[src/rtl/orsel_pkg.sv]
package orsel_pkg;
   // width of a binary index able to address n items (at least one bit)
   function automatic int unsigned idx_width(input int unsigned n);
      return (n <= 2) ? 1 : $clog2(n);
   endfunction
endpackage

[src/rtl/orsel_decode.sv]
module orsel_decode #(
   parameter int N_SRC = 4,
   parameter int SEL_W = 2
) (
   input  logic [SEL_W-1:0] sel,
   output logic [N_SRC-1:0] hit
);
   generate
      for (genvar i = 0; i < N_SRC; i++) begin : g_hit
         if (i < (1 << SEL_W)) begin : g_reach
            assign hit[i] = (sel == SEL_W'(i));
         end else begin : g_unreach
            assign hit[i] = 1'b0;
         end
      end
   endgenerate
endmodule

[src/rtl/orsel_bank.sv]
module orsel_bank #(
   parameter int WIDTH = 8
) (
   input  logic             clk,
   input  logic             srst,
   input  logic             en,
   input  logic             hit,
   input  logic [WIDTH-1:0] d,
   output logic [WIDTH-1:0] q
);
   // clear dominates: reset, or enabled edge for an unaddressed bank
   always_ff @(posedge clk) begin
      if (srst || (en && !hit)) q <= '0;
      else if (en)              q <= d;
   end

   p_load_r1: assert property (@(posedge clk) disable iff (srst)
      (en && hit) |=> (q == $past(d)));
   p_unsel_clear_r2: assert property (@(posedge clk) disable iff (srst)
      (en && !hit) |=> (q == '0));
   p_hold_r5: assert property (@(posedge clk) disable iff (srst)
      !en |=> $stable(q));
endmodule

[src/rtl/orsel_merge.sv]
module orsel_merge #(
   parameter int N_SRC = 4,
   parameter int WIDTH = 8
) (
   input  logic [N_SRC*WIDTH-1:0] banks,
   output logic [WIDTH-1:0]       merged
);
   logic [WIDTH-1:0] acc [N_SRC];

   assign acc[0] = banks[WIDTH-1:0];
   generate
      for (genvar i = 1; i < N_SRC; i++) begin : g_or
         assign acc[i] = acc[i-1] | banks[i*WIDTH +: WIDTH];
      end
   endgenerate
   assign merged = acc[N_SRC-1];
endmodule

[src/rtl/orsel_const.sv]
module orsel_const #(
   parameter int WIDTH = 8
) (
   input  logic             clk,
   input  logic             srst,
   input  logic             en,
   input  logic [WIDTH-1:0] set_bits,
   input  logic [WIDTH-1:0] clr_bits,
   output logic [WIDTH-1:0] q
);
   generate
      for (genvar b = 0; b < WIDTH; b++) begin : g_bit
         always_ff @(posedge clk) begin
            if (srst)             q[b] <= 1'b0;
            else if (en) begin
               if (clr_bits[b])      q[b] <= 1'b0;
               else if (set_bits[b]) q[b] <= 1'b1;
            end
         end
      end
   endgenerate

   p_clr_wins_r6: assert property (@(posedge clk) disable iff (srst)
      en |=> ((q & $past(clr_bits)) == '0));
   p_set_ones_r7: assert property (@(posedge clk) disable iff (srst)
      en |=> ((q & ($past(set_bits) & ~$past(clr_bits)))
              == ($past(set_bits) & ~$past(clr_bits))));
   p_hold_bits_r7: assert property (@(posedge clk) disable iff (srst)
      en |=> ((q & ~($past(set_bits) | $past(clr_bits)))
              == ($past(q) & ~($past(set_bits) | $past(clr_bits)))));
   p_const_hold_r5: assert property (@(posedge clk) disable iff (srst)
      !en |=> $stable(q));
endmodule

[src/rtl/orsel_mux.sv]
module orsel_mux
   import orsel_pkg::*;
#(
   parameter int N_SRC = 4,
   parameter int WIDTH = 8,
   localparam int SEL_W = idx_width(N_SRC)
) (
   input  logic                   clk,
   input  logic                   srst,
   input  logic                   en,
   input  logic [SEL_W-1:0]       sel,
   input  logic [N_SRC*WIDTH-1:0] src_bus,
   input  logic [WIDTH-1:0]       k_set,
   input  logic [WIDTH-1:0]       k_clr,
   output logic [WIDTH-1:0]       mux_q,
   output logic [WIDTH-1:0]       k_q
);
   // elaboration-time parameter checks
   generate
      if (N_SRC < 2) begin : g_bad_nsrc
         $error("orsel_mux: N_SRC must be at least 2");
      end
      if (WIDTH < 1) begin : g_bad_width
         $error("orsel_mux: WIDTH must be at least 1");
      end
   endgenerate

   logic [N_SRC-1:0]       hit;
   logic [N_SRC*WIDTH-1:0] bank_q;
   logic [N_SRC-1:0]       bank_nz;

   orsel_decode #(.N_SRC(N_SRC), .SEL_W(SEL_W)) u_dec (
      .sel (sel),
      .hit (hit)
   );

   generate
      for (genvar i = 0; i < N_SRC; i++) begin : g_bank
         orsel_bank #(.WIDTH(WIDTH)) u_bank (
            .clk  (clk),
            .srst (srst),
            .en   (en),
            .hit  (hit[i]),
            .d    (src_bus[i*WIDTH +: WIDTH]),
            .q    (bank_q[i*WIDTH +: WIDTH])
         );
         assign bank_nz[i] = |bank_q[i*WIDTH +: WIDTH];
      end
   endgenerate

   orsel_merge #(.N_SRC(N_SRC), .WIDTH(WIDTH)) u_merge (
      .banks  (bank_q),
      .merged (mux_q)
   );

   orsel_const #(.WIDTH(WIDTH)) u_const (
      .clk      (clk),
      .srst     (srst),
      .en       (en),
      .set_bits (k_set),
      .clr_bits (k_clr),
      .q        (k_q)
   );

   p_single_bank_r3: assert property (@(posedge clk) disable iff (srst)
      $onehot0(bank_nz));
   p_oor_zero_r4: assert property (@(posedge clk) disable iff (srst)
      (en && (int'(sel) >= N_SRC)) |=> (mux_q == '0));
   p_out_follows_r1: assert property (@(posedge clk) disable iff (srst)
      (en && (int'(sel) < N_SRC)) |=>
      (mux_q == $past(src_bus[int'(sel)*WIDTH +: WIDTH])));
   p_reset_zero_r8: assert property (@(posedge clk)
      srst |=> ((mux_q == '0) && (k_q == '0)));
endmodule

[config.mk]
export PLATFORM = sky130hd
export DESIGN_NAME = orsel_mux
export DESIGN_NICKNAME = d
export VERILOG_FILES = /design/src/rtl/orsel_pkg.sv /design/src/rtl/orsel_decode.sv /design/src/rtl/orsel_bank.sv /design/src/rtl/orsel_merge.sv /design/src/rtl/orsel_const.sv /design/src/rtl/orsel_mux.sv
export SDC_FILE = /design/constraint.sdc
export NUM_CORES = 1
export LEC_CHECK = 0
export ABC_AREA = 1
export BUFFER_PORTS_ARGS = -buffer_cell sky130_fd_sc_hd__buf_2
export CORE_ASPECT_RATIO = 1.5
export CORE_MARGIN = 1.5
export CORE_UTILIZATION = 52
export CTS_BUF_LIST = sky130_fd_sc_hd__clkbuf_4 sky130_fd_sc_hd__clkbuf_8
export CTS_CLUSTER_SIZE = 20
export DETAILED_ROUTE_END_ITERATION = 12
export GPL_ROUTABILITY_DRIVEN = 0
export MAX_ROUTING_LAYER = met4
export PLACE_DENSITY_LB_ADDON = 0.2
export SLEW_MARGIN = 40
export SYNTH_ARGS = -nofsm -noshare
export SYNTH_HDL_FRONTEND = slang
export SYNTH_HIERARCHICAL = 1
export SYNTH_SLANG_ARGS = --single-unit
[constraint.sdc]
create_clock -name clk -period 1 [get_ports clk]
set_input_delay 0.2 -clock clk [delete_from_list [all_inputs] [get_ports clk]]
set_output_delay 0.2 -clock clk [all_outputs]
set_load 0.02 [all_outputs]
==> impl_metrics.csv, run 1 <==
group,metric,value,unit
outcome,outcome,"complete, but fails checks",
clock_network,post_cts_buffers,0,
floorplanning,die_y,79.0,um
timing,slew_violations,0,
worst_setup_path,rr_startpoint,"g_bank[1].u_bank/q[7]",
logic_synthesis,synth.distinct_cells,10,
clock_network,numCtsBuffers,5,
placed_design,dp_hpwl,2.77,mm
floorplanning,dieArea,4240,um^2
clock_network,h-tree-depth,2,
min_path,hold_path.class,"input pin to flop",
logic_synthesis,synth_seq_cells,40,
logic_synthesis,synth_top_cells_by_count,"nor2_1 (119), inv_1 (72), nand2_1 (55), dfxtp_1 (40), a21oi_1 (8)",
floorplanning,start_util,0.544,
drt,ant_nets,0,
power_and_ir_drop,vdd_drop_max,1.24,mV
floorplanning,die_w,53.7,um
timing,setup_violations,8,
clock_network,cts.reportedPaths.clkPinSlew,0.08,ns
cells_and_area,finalNetCount,435,
placed_design,port_buffers,68,
floorplanning,core_area,3680,um^2
logic_synthesis,synthArstFlopShare,0,
power_and_ir_drop,clkPwrFrac,0.350,
outcome,violations,"setup timing",
logic_synthesis,synth_warnings,6,
worst_setup_path,critPathCaptureType,"primary output",
global_routing,globalRouteOverflowTotal,0,
cells_and_area,antennaDiodeCount,0,
worst_setup_path,start_kind,"flop",
global_routing,antenna_found_initial,0,
flow_run,max_cap_viol_count,0,
logic_synthesis,yosysSeqAreaShare,0.400,
logic_synthesis,ys.flop_type,"dfxtp_1",
power_and_ir_drop,p_leak,0.00145,uW
power_and_ir_drop,p_switching,956,uW
cells_and_area,fillers,315,
global_routing,grt_usage,0.206,
timing,hold_viol_final,0,
worst_setup_path,r2r_cells,4,
drt,drt_iter0_markers,26,
worst_setup_path,ff2ff_setup_slack,0.28,ns
logic_synthesis,synth_area_leaders,"dfxtp_1 (40%), nor2_1 (22%), inv_1 (13%)",
timing,slew_headroom,0.830,
worst_setup_path,worstPathRequired,0.80,ns
placed_design,place_ws,0.0121,ns
clock_network,cts_buffer_depth,2,
worst_setup_path,critical_path_arrival,0.94,ns
logic_synthesis,synth-edff-count,0,
global_routing,grt_pass1_wl,6.44,mm
drt,drc,0,
clock_network,clock-root-buffer,"clkbuf_8",
logic_synthesis,synth_most_common_cell,"nor2_1",
logic_synthesis,synth_top_area_frac,0.400,
drt,vias,1793,
worst_setup_path,path_max_fanout,2,
logic_synthesis,syn_area,2000,um^2
timing,period_share,1.14,
timing,fmax,0.881,GHz
drt,routedWlPerCell,9.04,um
logic_synthesis,synth_area_per_cell,6.38,um^2
clock_network,tritoncts,"yes",
global_routing,grt_pass1_vias,1578,
drt,viasPerCell,4.21,
cells_and_area,final_layout_size_suffix_gt1_frac,0.329,
clock_network,clk_latency,0.29,ns
global_routing,grt_max_degree,33,
worst_setup_path,startpoint,"g_bank[2].u_bank/q[5]",
clock_network,cts_num_sinks,40,
timing,setup_slack,-0.135,ns
drt,totalWireLength,3.85,mm
power_and_ir_drop,p_per_area,1430,nW/um^2
worst_setup_path,rr_endpoint,"g_bank[1].u_bank/q[7]",
power_and_ir_drop,sw_frac_of_total,0.259,
timing,tightest_slew,0.254,ns
floorplanning,ios,69,
timing,clock_skew,0,ns
logic_synthesis,syn_inst,314,
power_and_ir_drop,p_comb_frac,0.185,
floorplanning,core.rowCount,27,
logic_synthesis,synth_top_area_cell,"dfxtp_1",
min_path,hold_start,"k_set[5]",
cells_and_area,fin_util,0.702,
power_and_ir_drop,intPower,2730,uW
timing,finalCriticalPeriod,1.14,ns
power_and_ir_drop,seq_power_share,0.465,
logic_synthesis,syn-num-nets,367,
worst_setup_path,criticalPathCategory,"flop to primary output",
timing,rsz0062_at_grt,"yes",
worst_setup_path,critPathCapture,"mux_q[5]",
cells_and_area,area_growth,28.9,%
drt,drt_pre_antenna_iters,4,
[kinds of logic (layout without fill, tap and decap cells)]
family                 after synthesis  in the layout  synth area share
flip-flops                          40             40             0.400
AO/OA/AOI/OAI                       12             12            0.0574
AND/OR/NAND/NOR                    180            180             0.345
buffers and inverters               82            151             0.199
[metrics by stage]
step                      cell area (um^2)  setup TNS, ns  hold slack [ns]  cells  total power (uW)
final                                 2580         -0.985            0.137    426              3690
after floorplan                       2000              0            0.341    314              2150
after global routing                  2580          -1.42            0.150    426              3890
after global placement                2330              0            0.426    418              2340
after CTS                             2540          -1.12            0.129    426              3720
after detailed placement              2330              0            0.438    418              2350
[how the worst min path moves through the flow]
stage / slack (ns) / endpoint / depth (start not counted)
2_1_floorplan: 0.34 / u_const/q[0] / 2
4_1_cts: 0.13 / u_const/q[5] / 3
6_report: 0.14 / u_const/q[5] / 3
3_5_place_dp: 0.44 / u_const/q[5] / 3
3_3_place_gp: 0.43 / u_const/q[0] / 3
5_1_grt: 0.15 / u_const/q[5] / 4
[power groups by stage]
stage / combinational [uW] / sequential (uW) / clock (uW)
2_1_floorplan: 399 / 1750 / 0
3_3_place_gp: 602 / 1730 / 0
3_5_place_dp: 610 / 1730 / 0
4_1_cts: 678 / 1710 / 1330
5_1_grt: 765 / 1730 / 1400
6_report: 683 / 1720 / 1290
[flip-flops by register name (all words and copies together) (netlist names)]
| signal | cells |
|---|---|
| g_bank.u_bank/q | 32 |
| u_const/q | 8 |
[placed cells by master, fill, tap and decap left out, drive strengths merged]
master / Yosys / layout
o21bai: 4 / 4
nor2: 123 / 123
bufinv: 0 / 1
inv: 72 / 72
nand2: 57 / 57
clkinvlp: 0 / 1
clkbuf: 0 / 5
clkinv: 0 / 1
buf: 10 / 71
a21oi: 8 / 8
dfxtp: 40 / 40
[routing by layer]
layer | vias up | part of all wire | GRT usage
met2 | 39 | 0.51 | 0.348
li1 | 1008 | - | -
met3 | 5 | 0.043 | 0.0526
met4 | 0 | 0.015 | 0.0821
met5 | - | 0 | -
met1 | 741 | 0.44 | 0.221
[worst max-delay path, stage by stage (launching register included)]
cell	delay (ns)
dfxtp_2	0.34
nor2_4	0.11
nand2_1	0.07
buf_6	0.13
[final cells by class]
cell class,count,area (um^2),area share
Multi-Input combinational cell,192,846,0.327
Sequential cell,40,832,0.322
Tap cell,43,53.8,0.0208
Timing Repair Buffer,71,470,0.182
Inverter,72,270,0.105
Clock inverter,3,42.5,0.0165
Clock buffer,5,68.8,0.0266
[what timing repair did]
item / CTS / global route
gates resized for setup: 39 / 24
hold buffers: 0 / 0
pin swaps: 12 / 10
gates cloned: 0 / 0
endpoints found under the setup margin: 13 / 15
(Power assumes the default switching activity.)
==> run 2: changes to the inputs <==
- ABC_AREA: 1 -> default
- CORE_UTILIZATION: 52 -> 50
==> run 2 against run 1 <==
  * The run still ends with setup timing left
  * Sequential share of layout area up 0.27 points
  * Clock skew unchanged
  * Hold slack worse by 0.054 ns
  * Register-to-register slack better by 0.03 ns
  * Critical path depth decreased by 1
  * Sequential power fell by 3%
  * Final area fell by 2.9%
  * Highest routed layer unchanged
  * Worst setup slack worse by 0.36 ns
  * Critical path type unchanged
==> impl_metrics.csv, run 2 <==
group,metric,value,unit
outcome,outcome,"complete, but fails checks",
outcome,violations,"setup timing",
clock_network,post_cts_buffers,0,
global_routing,top_usage_layer,"met2",
worst_setup_path,cpMaxStageDelayCell,"or4_4",
clock_network,clock-root-buffer,"clkbuf_8",
global_routing,grt_usage,0.238,
timing,setup_violations,8,
drt,drc,0,
timing,rsz0062_at_grt,"yes",
timing,hold_viol_final,0,
floorplanning,core_area,3420,um^2
placed_design,dpl.cell_count,305,
logic_synthesis,yosys.area_share.simple,0.296,
cells_and_area,finalNetCount,323,
worst_setup_path,critPathMaxStageDelay,0.53,ns
cells_and_area,area_growth,41.2,%
global_routing,grt_pass1_vias,1601,
drt,drt_iter0_markers,18,
timing,fmax,0.670,GHz
floorplanning,ios,69,
timing,slew_violations,0,
worst_setup_path,path_cells,"or4_4 > buf_6",
power_and_ir_drop,intPower,2460,uW
clock_network,cts.reportedPaths.clkPinSlew,0.07,ns
power_and_ir_drop,p_comb_frac,0.180,
clock_network,h-tree-depth,2,
global_routing,globalRouteOverflowTotal,0,
drt,routedWlPerCell,13.5,um
timing,tightest_slew,0.198,ns
timing,setup_slack,-0.492,ns
timing,slew_headroom,0.868,
logic_synthesis,synth_seq_cells,40,
global_routing,met3_usage,0.0608,
logic_synthesis,synth_area_per_cell,9.93,um^2
logic_synthesis,synth_warnings,6,
global_routing,grtUsageMet2,0.450,
logic_synthesis,syn_inst,179,
power_and_ir_drop,clkPwrFrac,0.311,
global_routing,grt_max_degree,33,
cells_and_area,antennaDiodeCount,0,
placed_design,dp_hpwl,3.14,mm
power_and_ir_drop,seq_power_share,0.509,
clock_network,cts_num_sinks,40,
power_and_ir_drop,p_total,3280,uW
drt,vias,1594,
logic_synthesis,synth_xor_area_frac,0,
logic_synthesis,synth_most_common_cell,"dfxtp_1",
timing,finalCriticalPeriod,1.49,ns
drt,viasPerCell,5.11,
logic_synthesis,synth.area.mux_share,0,
timing,clock_skew,0,ns
global_routing,met1_usage,0.215,
floorplanning,start_util,0.520,
min_path,hold_path.class,"input pin to flop",
logic_synthesis,synthArstFlopShare,0,
worst_setup_path,start_kind,"flop",
cells_and_area,fillers,275,
clock_network,tritoncts,"yes",
floorplanning,die_y,76.0,um
logic_synthesis,synth_top_family_by_area,"simple AND/OR/NAND/NOR gates",
logic_synthesis,syn-num-nets,232,
power_and_ir_drop,p_per_area,1310,nW/um^2
drt,totalWireLength,4.22,mm
drt,ant_nets,0,
floorplanning,dieArea,3930,um^2
logic_synthesis,synth_adder_area_share,0,
clock_network,numCtsBuffers,5,
cells_and_area,fin_util,0.734,
cells_and_area,final_common_cell,"buf_2",
logic_synthesis,synth.distinct_cells,18,
floorplanning,core.rowCount,26,
worst_setup_path,critPathCaptureType,"primary output",
floorplanning,die_w,51.7,um
logic_synthesis,synth_top_area_cell,"dfxtp_1",
cells_and_area,largest_reg_flops,32,
cells_and_area,regMostFlops,"g_bank.u_bank/q",
logic_synthesis,synth_area_leaders,"dfxtp_1 (45%), nand2b_2 (12%), a21oi_1 (9.6%)",
logic_synthesis,syn_area,1780,um^2
timing,period_share,1.49,
logic_synthesis,synth_top_cells_by_count,"dfxtp_1 (40), a21oi_1 (34), nand3_1 (28), nand2b_2 (24)",
clock_network,clk_latency,0.29,ns
drt,drt_pre_antenna_iters,4,
clock_network,cts_buffer_depth,2,
flow_run,max_cap_viol_count,0,
global_routing,antenna_found_initial,0,
power_and_ir_drop,p_switching,819,uW
power_and_ir_drop,p_leak,0.00104,uW
placed_design,place_ws,-0.184,ns
logic_synthesis,synth-edff-count,0,
placed_design,port_buffers,68,
power_and_ir_drop,vdd_drop_max,1.43,mV
cells_and_area,final_layout_size_suffix_gt1_frac,0.626,
global_routing,grt_pass1_wl,6.65,mm
worst_setup_path,path_max_fanout,2,
worst_setup_path,criticalPathCategory,"flop to primary output",
logic_synthesis,synth-compound-area-share,0.182,
worst_setup_path,worstPathRequired,0.80,ns
power_and_ir_drop,sw_frac_of_total,0.249,
cells_and_area,final_cell_mix,"buf_2 (52), buf_4 (36), a21oi_1 (34), dfxtp_1 (29), nand3_1 (28)",
logic_synthesis,synth_top_area_frac,0.451,
logic_synthesis,ys.flop_type,"dfxtp_1",
cells_and_area,final_cell_count_no_fill,312,
worst_setup_path,critical_path_arrival,1.29,ns
cells_and_area,reg_top3,"g_bank.u_bank/q x32, u_const/q x8",
logic_synthesis,yosysSeqAreaShare,0.451,
-- run 2: critical path: cells and delay by family, from the launching register on --
family	cells	cell delay, ns
DFF	1	0.32
buffers and inverters	1	0.15
and+or+nand+nor	1	0.53
-- run 2: power by group through the flow --
stage	Clock, uW	Sequential (uW)	Combinational (uW)
after detailed placement	0	1700	545
after floorplan	0	1730	294
after global placement	0	1700	540
final	1020	1670	592
after global routing	1130	1680	633
after CTS	1060	1670	586
-- run 2: cell type report --
type | instances | area, um^2 | area share
sequential | 40 | 815 | 0.325
tap | 42 | 52.6 | 0.0209
multi-input combinational | 124 | 880 | 0.351
clock buffer | 6 | 76.3 | 0.0304
timing repair buffer | 99 | 681 | 0.271
clock inverter | 1 | 5.00 | 0.00200
-- run 2: repair_timing --
item	4_1_cts	5_1_grt
pin swaps	2	2
gates resized for setup	21	14
endpoints found under the hold margin	0	0
setup endpoints to repair	10	15
cloned	0	0
hold buffers	0	0
-- run 2: through the flow --
stage	hold slack (ns)	setup TNS, ns	area [um^2]
after floorplan	0.292	-0.510	1810
after global placement	0.393	-1.37	2340
after detailed placement	0.397	-1.42	2340
after CTS	0.0793	-3.89	2480
after global routing	0.0722	-4.08	2510
final	0.0836	-3.82	2510
-- run 2: final timing paths --
path / to / slack [ns] / cells after the start / start
worst max-delay path: mux_q[1] / -0.49 / 2 / g_bank[1].u_bank/q[1]
worst min-delay path: u_const/q[5] / 0.08 / 2 / k_clr[5]
worst max register to register: g_bank[3].u_bank/q[4] / 0.31 / 3 / g_bank[3].u_bank/q[4]
worst min register to register: g_bank[1].u_bank/q[2] / 0.47 / 2 / g_bank[1].u_bank/q[2]
-- run 2: cell families (layout without fill, tap and decap cells) --
group | Yosys count | count (layout)
buffers and inverters | 15 | 106
AND/OR/NAND/NOR | 76 | 76
AO/OA/AOI/OAI | 48 | 48
flip-flops | 40 | 40
-- run 2: routing by layer --
metal,wire length [um],up-vias
met2,2350,53
met4,70,0
li1,-,810
met3,210,7
met1,1590,724
met5,0,-
